==> src/rtl/irq_agg_pkg.sv <==
package irq_agg_pkg;

    localparam int HALF_W    = 32;
    localparam int TOTAL_SRC = 64;

    localparam logic [7:0] OFS_EN_LO  = 8'h00;
    localparam logic [7:0] OFS_EN_HI  = 8'h04;
    localparam logic [7:0] OFS_MSK_LO = 8'h08;
    localparam logic [7:0] OFS_MSK_HI = 8'h0C;
    localparam logic [7:0] OFS_RAW_LO = 8'h18;
    localparam logic [7:0] OFS_RAW_HI = 8'h1C;
    localparam logic [7:0] OFS_FIN_LO = 8'h30;
    localparam logic [7:0] OFS_FIN_HI = 8'h34;

    typedef enum logic [3:0] {
        SEL_EN_LO,
        SEL_EN_HI,
        SEL_MSK_LO,
        SEL_MSK_HI,
        SEL_RAW_LO,
        SEL_RAW_HI,
        SEL_FIN_LO,
        SEL_FIN_HI,
        SEL_NONE
    } reg_sel_e;

    typedef enum logic [1:0] {
        PH_IDLE,
        PH_SETUP,
        PH_ACCESS
    } apb_phase_e;

endpackage

==> src/rtl/irq_src_sync.sv <==
module irq_src_sync #(
    parameter int WIDTH  = 64,
    parameter int STAGES = 2
) (
    input  logic             clk,
    input  logic             rst_n,
    input  logic [WIDTH-1:0] async_in,
    output logic [WIDTH-1:0] sync_out
);

    logic [WIDTH-1:0] stage_q [STAGES];

    always_ff @(posedge clk or negedge rst_n) begin
        if (!rst_n) begin
            for (int s = 0; s < STAGES; s++) begin
                stage_q[s] <= '0;
            end
        end else begin
            stage_q[0] <= async_in;
            for (int s = 1; s < STAGES; s++) begin
                stage_q[s] <= stage_q[s-1];
            end
        end
    end

    assign sync_out = stage_q[STAGES-1];

endmodule

==> src/rtl/irq_bit_store.sv <==
module irq_bit_store
    import irq_agg_pkg::*;
#(
    parameter int NUM_SRC = 64
) (
    input  logic                 clk,
    input  logic                 rst_n,
    input  logic                 wr_en_lo,
    input  logic                 wr_en_hi,
    input  logic                 wr_msk_lo,
    input  logic                 wr_msk_hi,
    input  logic [HALF_W-1:0]    wdata,
    output logic [TOTAL_SRC-1:0] enable_q,
    output logic [TOTAL_SRC-1:0] mask_q
);

    logic [1:0] en_wr_half;
    logic [1:0] msk_wr_half;

    assign en_wr_half  = {wr_en_hi, wr_en_lo};
    assign msk_wr_half = {wr_msk_hi, wr_msk_lo};

    for (genvar i = 0; i < TOTAL_SRC; i++) begin : g_bit
        localparam int HALF = i / HALF_W;
        localparam int POS  = i % HALF_W;
        if (i < NUM_SRC) begin : g_impl
            logic en_bit_q;
            logic msk_bit_q;
            always_ff @(posedge clk or negedge rst_n) begin
                if (!rst_n) begin
                    en_bit_q  <= 1'b0;
                    msk_bit_q <= 1'b0;
                end else begin
                    if (en_wr_half[HALF]) begin
                        en_bit_q <= wdata[POS];
                    end
                    if (msk_wr_half[HALF]) begin
                        msk_bit_q <= wdata[POS];
                    end
                end
            end
            assign enable_q[i] = en_bit_q;
            assign mask_q[i]   = msk_bit_q;
        end else begin : g_absent
            assign enable_q[i] = 1'b0;
            assign mask_q[i]   = 1'b0;
        end
    end

    AST_EN_LO_HOLD: assert property (@(posedge clk) disable iff (!rst_n)
        !wr_en_lo |=> $stable(enable_q[HALF_W-1:0]));
    AST_EN_HI_HOLD: assert property (@(posedge clk) disable iff (!rst_n)
        !wr_en_hi |=> $stable(enable_q[TOTAL_SRC-1:HALF_W]));
    AST_MSK_LO_HOLD: assert property (@(posedge clk) disable iff (!rst_n)
        !wr_msk_lo |=> $stable(mask_q[HALF_W-1:0]));
    AST_MSK_HI_HOLD: assert property (@(posedge clk) disable iff (!rst_n)
        !wr_msk_hi |=> $stable(mask_q[TOTAL_SRC-1:HALF_W]));

endmodule

==> src/rtl/irq_apb_port.sv <==
module irq_apb_port
    import irq_agg_pkg::*;
#(
    parameter int ADDR_W = 12
) (
    input  logic              clk,
    input  logic              rst_n,
    input  logic              psel,
    input  logic              penable,
    input  logic              pwrite,
    input  logic [ADDR_W-1:0] paddr,
    output reg_sel_e          sel,
    output logic              wr_commit
);

    apb_phase_e phase_q;
    apb_phase_e phase_d;

    function automatic reg_sel_e decode(input logic [ADDR_W-1:0] a);
        reg_sel_e r;
        r = SEL_NONE;
        if (a[ADDR_W-1:8] == '0) begin
            unique case (a[7:0])
                OFS_EN_LO:  r = SEL_EN_LO;
                OFS_EN_HI:  r = SEL_EN_HI;
                OFS_MSK_LO: r = SEL_MSK_LO;
                OFS_MSK_HI: r = SEL_MSK_HI;
                OFS_RAW_LO: r = SEL_RAW_LO;
                OFS_RAW_HI: r = SEL_RAW_HI;
                OFS_FIN_LO: r = SEL_FIN_LO;
                OFS_FIN_HI: r = SEL_FIN_HI;
                default:    r = SEL_NONE;
            endcase
        end
        return r;
    endfunction

    always_comb begin
        unique case (phase_q)
            PH_IDLE, PH_SETUP, PH_ACCESS: begin
                if (psel && !penable) begin
                    phase_d = PH_SETUP;
                end else if (psel && penable) begin
                    phase_d = PH_ACCESS;
                end else begin
                    phase_d = PH_IDLE;
                end
            end
            default: phase_d = PH_IDLE;
        endcase
    end

    always_ff @(posedge clk or negedge rst_n) begin
        if (!rst_n) begin
            phase_q <= PH_IDLE;
        end else begin
            phase_q <= phase_d;
        end
    end

    always_comb begin
        sel       = decode(paddr);
        wr_commit = 1'b0;
        unique case (phase_q)
            PH_SETUP:  wr_commit = psel && penable && pwrite;
            PH_IDLE:   wr_commit = 1'b0;
            PH_ACCESS: wr_commit = 1'b0;
            default:   wr_commit = 1'b0;
        endcase
    end

    AST_COMMIT_AFTER_SETUP: assert property (@(posedge clk) disable iff (!rst_n)
        wr_commit |-> $past(psel && !penable));

endmodule

==> src/rtl/apb_irq_aggregator.sv <==
module apb_irq_aggregator
    import irq_agg_pkg::*;
#(
    parameter int NUM_SRC     = 64,
    parameter int ADDR_W      = 12,
    parameter int SYNC_STAGES = 2
) (
    input  logic               pclk,
    input  logic               presetn,
    input  logic               psel,
    input  logic               penable,
    input  logic               pwrite,
    input  logic [ADDR_W-1:0]  paddr,
    input  logic [31:0]        pwdata,
    output logic [31:0]        prdata,
    output logic               pready,
    output logic               pslverr,
    input  logic [NUM_SRC-1:0] irq_src,
    output logic               irq_out
);

    logic [NUM_SRC-1:0]   src_sync;
    logic [TOTAL_SRC-1:0] raw_all;
    logic [TOTAL_SRC-1:0] en_all;
    logic [TOTAL_SRC-1:0] msk_all;
    logic [TOTAL_SRC-1:0] fin_all;
    reg_sel_e             sel;
    logic                 wr_commit;
    logic                 irq_q;

    irq_src_sync #(
        .WIDTH  (NUM_SRC),
        .STAGES (SYNC_STAGES)
    ) u_sync (
        .clk      (pclk),
        .rst_n    (presetn),
        .async_in (irq_src),
        .sync_out (src_sync)
    );

    if (NUM_SRC < TOTAL_SRC) begin : g_pad
        assign raw_all = {{(TOTAL_SRC-NUM_SRC){1'b0}}, src_sync};
    end else begin : g_full
        assign raw_all = src_sync;
    end

    irq_apb_port #(
        .ADDR_W (ADDR_W)
    ) u_port (
        .clk       (pclk),
        .rst_n     (presetn),
        .psel      (psel),
        .penable   (penable),
        .pwrite    (pwrite),
        .paddr     (paddr),
        .sel       (sel),
        .wr_commit (wr_commit)
    );

    irq_bit_store #(
        .NUM_SRC (NUM_SRC)
    ) u_store (
        .clk       (pclk),
        .rst_n     (presetn),
        .wr_en_lo  (wr_commit && (sel == SEL_EN_LO)),
        .wr_en_hi  (wr_commit && (sel == SEL_EN_HI)),
        .wr_msk_lo (wr_commit && (sel == SEL_MSK_LO)),
        .wr_msk_hi (wr_commit && (sel == SEL_MSK_HI)),
        .wdata     (pwdata),
        .enable_q  (en_all),
        .mask_q    (msk_all)
    );

    assign fin_all = raw_all & en_all & ~msk_all;

    always_ff @(posedge pclk or negedge presetn) begin
        if (!presetn) begin
            irq_q <= 1'b0;
        end else begin
            irq_q <= |fin_all;
        end
    end

    always_comb begin
        prdata = '0;
        if (psel) begin
            unique case (sel)
                SEL_EN_LO:  prdata = en_all[HALF_W-1:0];
                SEL_EN_HI:  prdata = en_all[TOTAL_SRC-1:HALF_W];
                SEL_MSK_LO: prdata = msk_all[HALF_W-1:0];
                SEL_MSK_HI: prdata = msk_all[TOTAL_SRC-1:HALF_W];
                SEL_RAW_LO: prdata = raw_all[HALF_W-1:0];
                SEL_RAW_HI: prdata = raw_all[TOTAL_SRC-1:HALF_W];
                SEL_FIN_LO: prdata = fin_all[HALF_W-1:0];
                SEL_FIN_HI: prdata = fin_all[TOTAL_SRC-1:HALF_W];
                default:    prdata = '0;
            endcase
        end
    end

    assign pready  = 1'b1;
    assign pslverr = 1'b0;
    assign irq_out = irq_q;

    AST_IRQ_RISE: assert property (@(posedge pclk) disable iff (!presetn)
        (|fin_all) |=> irq_out);
    AST_IRQ_FALL: assert property (@(posedge pclk) disable iff (!presetn)
        !(|fin_all) |=> !irq_out);
    AST_FINAL_NEEDS_RAW: assert property (@(posedge pclk) disable iff (!presetn)
        (fin_all & ~raw_all) == '0);
    AST_MASKED_QUIET: assert property (@(posedge pclk) disable iff (!presetn)
        (fin_all & msk_all) == '0);

endmodule

==> config.mk <==
export PLATFORM = sky130hd
export DESIGN_NAME = apb_irq_aggregator
export DESIGN_NICKNAME = d
export VERILOG_FILES = /design/src/rtl/irq_agg_pkg.sv /design/src/rtl/irq_src_sync.sv /design/src/rtl/irq_bit_store.sv /design/src/rtl/irq_apb_port.sv /design/src/rtl/apb_irq_aggregator.sv
export SDC_FILE = /design/constraint.sdc
export NUM_CORES = 1
export LEC_CHECK = 0
export BUFFER_PORTS_ARGS = -buffer_cell sky130_fd_sc_hd__buf_4
export CORE_MARGIN = 3
export CORE_UTILIZATION = 60
export DETAILED_ROUTE_END_ITERATION = 16
export PLACE_DENSITY = 0.83
export SLEW_MARGIN = 15
export SYNTH_ARGS = -nofsm -noshare
export SYNTH_HDL_FRONTEND = slang
export SYNTH_SLANG_ARGS = --single-unit
==> constraint.sdc <==
create_clock -name pclk -period 3.02 [get_ports pclk]
set_clock_uncertainty 0.2 [all_clocks]
set_input_delay 0.151 -clock pclk [delete_from_list [all_inputs] [get_ports pclk]]
set_output_delay 0.151 -clock pclk [all_outputs]
set_load 0.01 [all_outputs]
==> results_dict.tcl, run 1 <==
set metrics [dict create \
    numCtsBuffers 26 \
    grt_max_degree 104 \
    status "finished clean" \
    post-place-ws_ns 0.5979 \
    mostFrequentLayoutCell "dfrtp_1" \
    arrival_ns 2.20 \
    avgSynthCellArea_um2 13.96 \
    syn_area_um2 10890 \
    coreArea_um2 17540 \
    power_mw 7.294 \
    crit_path_max_fanout 18 \
    htreeDepth 1 \
    final_nets 1131 \
    grt_usage 0.2984 \
    hpwlAfterDp_mm 17.20 \
    via_count 7887 \
    yosysWarnings 0 \
    area_growth_pct 29.92 \
    rr_endpoint "u_store.g_bit[56].g_impl.en_bit_q" \
    mappedNetlistNets 893 \
    layout-drive-gt1-share 0.2995 \
    power_leakage_nw 6.698 \
    grt_antenna_before_repair 0 \
    drc_errors 0 \
    fin_crit_sh 0.8453 \
    ys_ff_latch 259 \
    synth-seq-area-share 0.5954 \
    crit_path_start "psel" \
    criticalPathCategory "in -> out" \
    tightestPinTransition_ns 0.8926 \
    cap_violations 0 \
    min_period_ns 2.553 \
    yosys.area.top_type "dfrtp_1" \
    layout_common_cells "dfrtp_1 (259), buf_4 (152), dlygate4sd3_1 (100), mux2i_1 (96), mux2_2 (92)" \
    setup_viol 0 \
    synth_cells 780 \
    clk_latency_ns 0.54 \
    place_congestion 0.8443 \
    cts_buffer_depth 3 \
    drt_iter0_drc 610 \
    grt_pass1_vias 8565 \
    setup_ws_ns 0.4671 \
    peakVddDrop_mv 0.5445 \
    powerDensity_nw_per_um2 515.7 \
    post_drt_via_cell_ratio 6.260 \
    cts_tree "built" \
    numPortBuffers 145 \
    r2r_slack_ns 0.84 \
    start_kind "primary input" \
    clock.fmax_mhz 391.7 \
    grt_pass1_wl_mm 46.38 \
    regToRegStartpoint "u_port.phase_q[1]" \
    finalSetupTns_ns 0 \
    finalHoldViolCount 0 \
    fp.dieArea_um2 19800 \
    postCtsResizedCells 0 \
    start_util 0.6207 \
    yosysTopAreaCellShare 0.5954 \
    firstDrtPassIters 5 \
    grt-ovfl-total 0 \
    post_drt_wl_per_cell_um 23.49 \
    antenna_cells 0 \
    r2r_cells 5 \
    die_w_um 140.7 \
    cts.reportedPaths.clkPinSlew_ns 0.06 \
    die_h_um 140.7 \
    slew_headroom 0.4049 \
    hold_class "in -> async" \
    final-max-slew-violation-count 0 \
    netlist-cell-type-count 36 \
    cts-root-buf "clkbuf_16" \
    crit_path_end_kind "primary output" \
    synth.area.top_cells "dfrtp_1 (60%), mux2_2 (9.5%), mux2i_1 (8.8%)" \
    rows 48 \
    cts.sinks 259 \
    ant_nets 0 \
    io_pins 148 \
    rsz0062_at_grt "no" \
    postRouteWirelength_mm 29.60 \
    worst-endpoint-required_ns 2.67 \
]
## worst max-delay path: stages
cell           delay (ns)
dlygate4sd3_1        0.54
buf_4                0.12
nand3_2              0.19
nand2b_2             0.50
buf_12               0.28
a21oi_1              0.22
buf_4                0.18
## through the flow
step	area [um^2]	utilization	std cells	hold slack [ns]
2_1_floorplan	10890	-	780	-0.3446
3_3_place_gp	12260	0.6989	1114	-0.09092
3_5_place_dp	12260	0.6989	1114	-0.07525
4_1_cts	14140	0.8064	1260	0.03928
5_1_grt	14140	0.8064	1260	0.06126
6_report	14140	0.8064	1260	0.05323
## flip-flops by register name, summed over array words and instances (netlist names)
register                        count
u_port.phase_q                      2
u_sync.stage_q                     64
u_store.g_bit.g_impl.en_bit_q      64
u_store.g_bit.g_impl.msk_bit_q     64
u_sync.sync_out                    64
irq_out                             1
## timing repair
| item | CTS | global route |
|---|---|---|
| hold buffers | 101 | 0 |
| hold endpoints to repair | 453 | 0 |
| buffers inserted | 0 | 0 |
## per-layer routing
layer / global-route usage / part of all wire / vias up / routed length, um
met1: 0.3756 / 0.38 / 4066 / 11350
met5: 0 / 0 / - / 0
met2: 0.5207 / 0.52 / 359 / 15420
met4: 0.1081 / 0.030 / 0 / 894
li1: - / - / 3394 / -
met3: 0.05360 / 0.065 / 68 / 1937
## power breakdown
group          internal, mW  switching [mW]  leakage (nW)
combinational         0.253           0.233          2.95
clock                  1.88            1.32         0.429
sequential             3.56          0.0500          3.32
total                  5.69            1.60          6.70
## cell usage after synthesis
cell	instances
or3_1	1
buf_2	18
nand3_2	1
nor4_4	2
o22ai_1	31
a221oi_1	31
nand4_2	1
clkbuf_1	27
nor4b_4	1
mux2i_1	96
a21oi_1	1
xnor2_1	1
dfrtp_1	259
and3_1	1
nand3b_1	64
a22o_1	31
nand2_1	5
and4_1	1
nor2b_1	2
mux2_2	92
or3b_2	2
inv_1	1
and3b_1	1
nand4_1	17
a32oi_1	2
nor2_1	34
conb_1	2
nor3_2	1
buf_4	8
nor4_1	4
nor3b_1	1
nor4_2	2
o32ai_1	1
mux2_1	36
nand2b_1	1
nor2_2	1
## cell families after synthesis
logic type             count (synthesis)  synth area share
XOR/XNOR                               1         0.0008047
buffers and inverters                 54           0.02345
other                                  2         0.0006899
AND/OR/NAND/NOR                      143           0.08839
AO/OA/AOI/OAI                         97           0.07058
multiplexers                         224            0.2207
flip-flops                           259            0.5954
## worst max path at each step
| stage | cells after the start | endpoint |
|---|---|---|
| global route | 7 | prdata[31] |
| global placement | 7 | prdata[12] |
| CTS | 7 | prdata[31] |
| floorplan | 5 | u_store.g_bit[34].g_impl.msk_bit_q |
| detailed placement | 7 | prdata[12] |
| finish | 7 | prdata[31] |
## area by class of cell
class	count	area, um^2
Sequential cell	259	6481
Multi-Input combinational cell	467	4163
Fill cell	949	3395
Timing Repair Buffer	263	2356
Clock buffer	38	785.8
Tap cell	225	281.5
Clock inverter	7	71.32
Inverter	1	3.754
Power figures use the tool's default switching activity.
==> run 2: changes to the inputs <==
- ABC_AREA: unset -> 1
- CORE_UTILIZATION: 60 -> 52
- PLACE_DENSITY: 0.83 -> 0.76
- clock period: 3.02 -> 2.1 ns (I/O delays scaled with it)
==> run 2 against run 1 <==
The run now ends with setup timing left. First-iteration DRC count increased by 100%. Count of clock-buffer cells in the layout decreased by 2. Core utilization decreased by 10 points. Via count increased by 37%. Highest routed layer unchanged.
==> results_dict.tcl, run 2 <==
set metrics [dict create \
    avgSynthCellArea_um2 8.812 \
    crit_path_end_kind "primary output" \
    layout-drive-gt1-share 0.1835 \
    mappedNetlistNets 1439 \
    yosys.area.top_type "dfrtp_1" \
    grt_pass1_vias 10250 \
    synth_edf_count 0 \
    final-max-slew-violation-count 0 \
    register_area_um2 6481 \
    die_w_um 155.9 \
    crit_path_max_fanout 3 \
    post_drt_via_cell_ratio 5.790 \
    synthFlopType "dfrtp_1" \
    fin_crit_sh 1.054 \
    place_congestion 0.8575 \
    cap_violations 0 \
    ant_nets 0 \
    peakVddDrop_mv 0.6597 \
    numPortBuffers 145 \
    rsz0062_at_grt "yes" \
    yosysTopAreaCellShare 0.5547 \
    holdPathEnd "u_sync.stage_q[73]" \
    violations "setup timing" \
    htreeDepth 1 \
    clk_latency_ns 0.53 \
    criticalPathCategory "reg -> out" \
    postRouteWirelength_mm 34.33 \
    multi_input_area_um2 4437 \
    mostFrequentLayoutCell "nand2_1" \
    ys_ff_latch 259 \
    r2r_cells 6 \
    status "finished with violations" \
    worst-endpoint-required_ns 1.79 \
    grt_usage 0.2555 \
    setup_ws_ns -0.1130 \
    slew_headroom 0.5620 \
    async_flop_share 1.000 \
    cts_tree "built" \
    num-fill-cells 1568 \
    rows 54 \
    cts_buffer_depth 3 \
    yosysMostFrequentCell "nand2_1" \
    power_leakage_nw 7.628 \
    tightestPinTransition_ns 0.6510 \
    synth-seq-area-share 0.5547 \
    layout_common_cells "nand2_1 (296), dfrtp_1 (259), buf_4 (160), nand4_1 (132), nand3_1 (129)" \
    area_growth_pct 32.78 \
    min_period_ns 2.213 \
    grt_antenna_before_repair 0 \
    final_nets 1673 \
    fp.dieArea_um2 24310 \
    hpwlAfterDp_mm 18.72 \
    syn_area_um2 11680 \
    antenna_cells 0 \
    regToRegStartpoint "u_store.g_bit[3].g_impl.en_bit_q" \
    r2r_slack_ns 0.23 \
    cts-root-buf "clkbuf_16" \
    powerDensity_nw_per_um2 689.3 \
    fin_cells 1860 \
    drt_iter0_drc 1244 \
    yosysWarnings 0 \
    via_count 10770 \
    die_h_um 155.9 \
    clock.fmax_mhz 451.9 \
    grt_max_degree 66 \
    finalHoldViolCount 0 \
    setup_viol 2 \
    cts.reportedPaths.clkPinSlew_ns 0.06 \
    start_kind "register" \
    arrival_ns 1.91 \
    netlist-cell-type-count 30 \
    io_pins 148 \
    firstDrtPassIters 6 \
    cts.sinks 259 \
    hold_class "in -> reg" \
    holdCritStartpoint "irq_src[9]" \
    min_path_cells 2 \
    place_inst 1689 \
    grt_pass1_wl_mm 51.26 \
    drc_errors 0 \
    synth_cells 1326 \
    post_drt_wl_per_cell_um 18.45 \
    synthTopCellsByCount "nand2_1 (301), dfrtp_1 (259), nand3_1 (133), nand4_1 (132), nor2_1 (102)" \
    post-place-ws_ns 0.02116 \
    numCtsBuffers 27 \
    rr_endpoint "irq_out" \
    start_util 0.5321 \
    synth.area.top_cells "dfrtp_1 (55%), nand2_1 (9.7%), nand4_1 (7.1%)" \
    coreArea_um2 21960 \
    grt-ovfl-total 0 \
]
==> run 2: changes by cell type in the layout (fill, tap and decap cells not counted), sizes merged, moves of 70 or more <==
cell   delta
nor2     +73
mux2    -128
nand3   +134
inv      +70
nand4   +116
nand2   +297
mux2i    -96
o21ai   +130
==> run 2: metrics by stage <==
stage / cell area [um^2] / utilization / power (mW) / TNS [ns] / hold slack (ns)
3_3_place_gp: 13100 / 0.5966 / 5.677 / 0 / -0.1040
5_1_grt: 15510 / 0.7066 / 11.06 / -1.508 / 0.02019
6_report: 15510 / 0.7066 / 10.70 / -0.1496 / 0.02473
4_1_cts: 15040 / 0.6848 / 10.76 / 0 / 0.005703
2_1_floorplan: 11690 / - / 5.332 / 0 / -0.3906
3_5_place_dp: 13100 / 0.5966 / 5.684 / 0 / -0.09698
==> run 2: critical path: stages (launching register included) <==
cell and delay (ns):
dfrtp_1 0.41, nand3b_1 0.23, inv_1 0.12, nand4_1 0.15
nand2_1 0.10, nor2_1 0.07, a21oi_2 0.17, buf_4 0.14
==> run 2: repair_timing <==
action | in CTS | in global routing
endpoints found under the setup margin | 0 | 32
gates resized for setup | 0 | 49
buffers inserted | 0 | 11
endpoints found under the hold margin | 453 | 0
hold buffers | 101 | 0
==> run 2: final cells by class <==
cell class	instances	area share
clock inverters	13	0.01137
repair buffers	304	0.1956
multi-input cells	895	0.2860
flip-flops and latches	259	0.4177
well taps	280	0.02258
clock buffers	36	0.04831
inverters	73	0.01847
==> run 2: worst max-delay path by stage <==
stage / startpoint / end / cells after the start
after floorplan: u_port.phase_q[1] / u_store.g_bit[10].g_impl.en_bit_q / 5
after global placement: paddr[11] / prdata[28] / 11
after detailed placement: paddr[3] / u_store.g_bit[12].g_impl.msk_bit_q / 14
after CTS: u_store.g_bit[62].g_impl.msk_bit_q / prdata[30] / 7
after global routing: u_store.g_bit[13].g_impl.msk_bit_q / prdata[13] / 7
final: u_store.g_bit[13].g_impl.msk_bit_q / prdata[13] / 7
==> run 2: cells by family after synthesis <==
logic type             after synthesis  synth area share
AND/OR/NAND/NOR                    730            0.2989
flip-flops                         259            0.5547
buffers and inverters              172           0.07570
AO/OA/AOI/OAI                      163           0.07014
other                                2         0.0006427
==> run 2: where the power goes <==
part / internal [mW] / switching [mW] / total [mW]
Sequential: 5.12 / 0.0681 / 5.19
Combinational: 0.305 / 0.280 / 0.585
Clock: 2.99 / 1.93 / 4.92
==> run 2: per-layer routing <==
metal	up-vias	share of wire	global-route usage
met5	-	0	0
met4	0	0.031	0.07443
met3	100	0.088	0.04216
met2	589	0.49	0.4262
met1	5110	0.39	0.3480
li1	4971	-	-
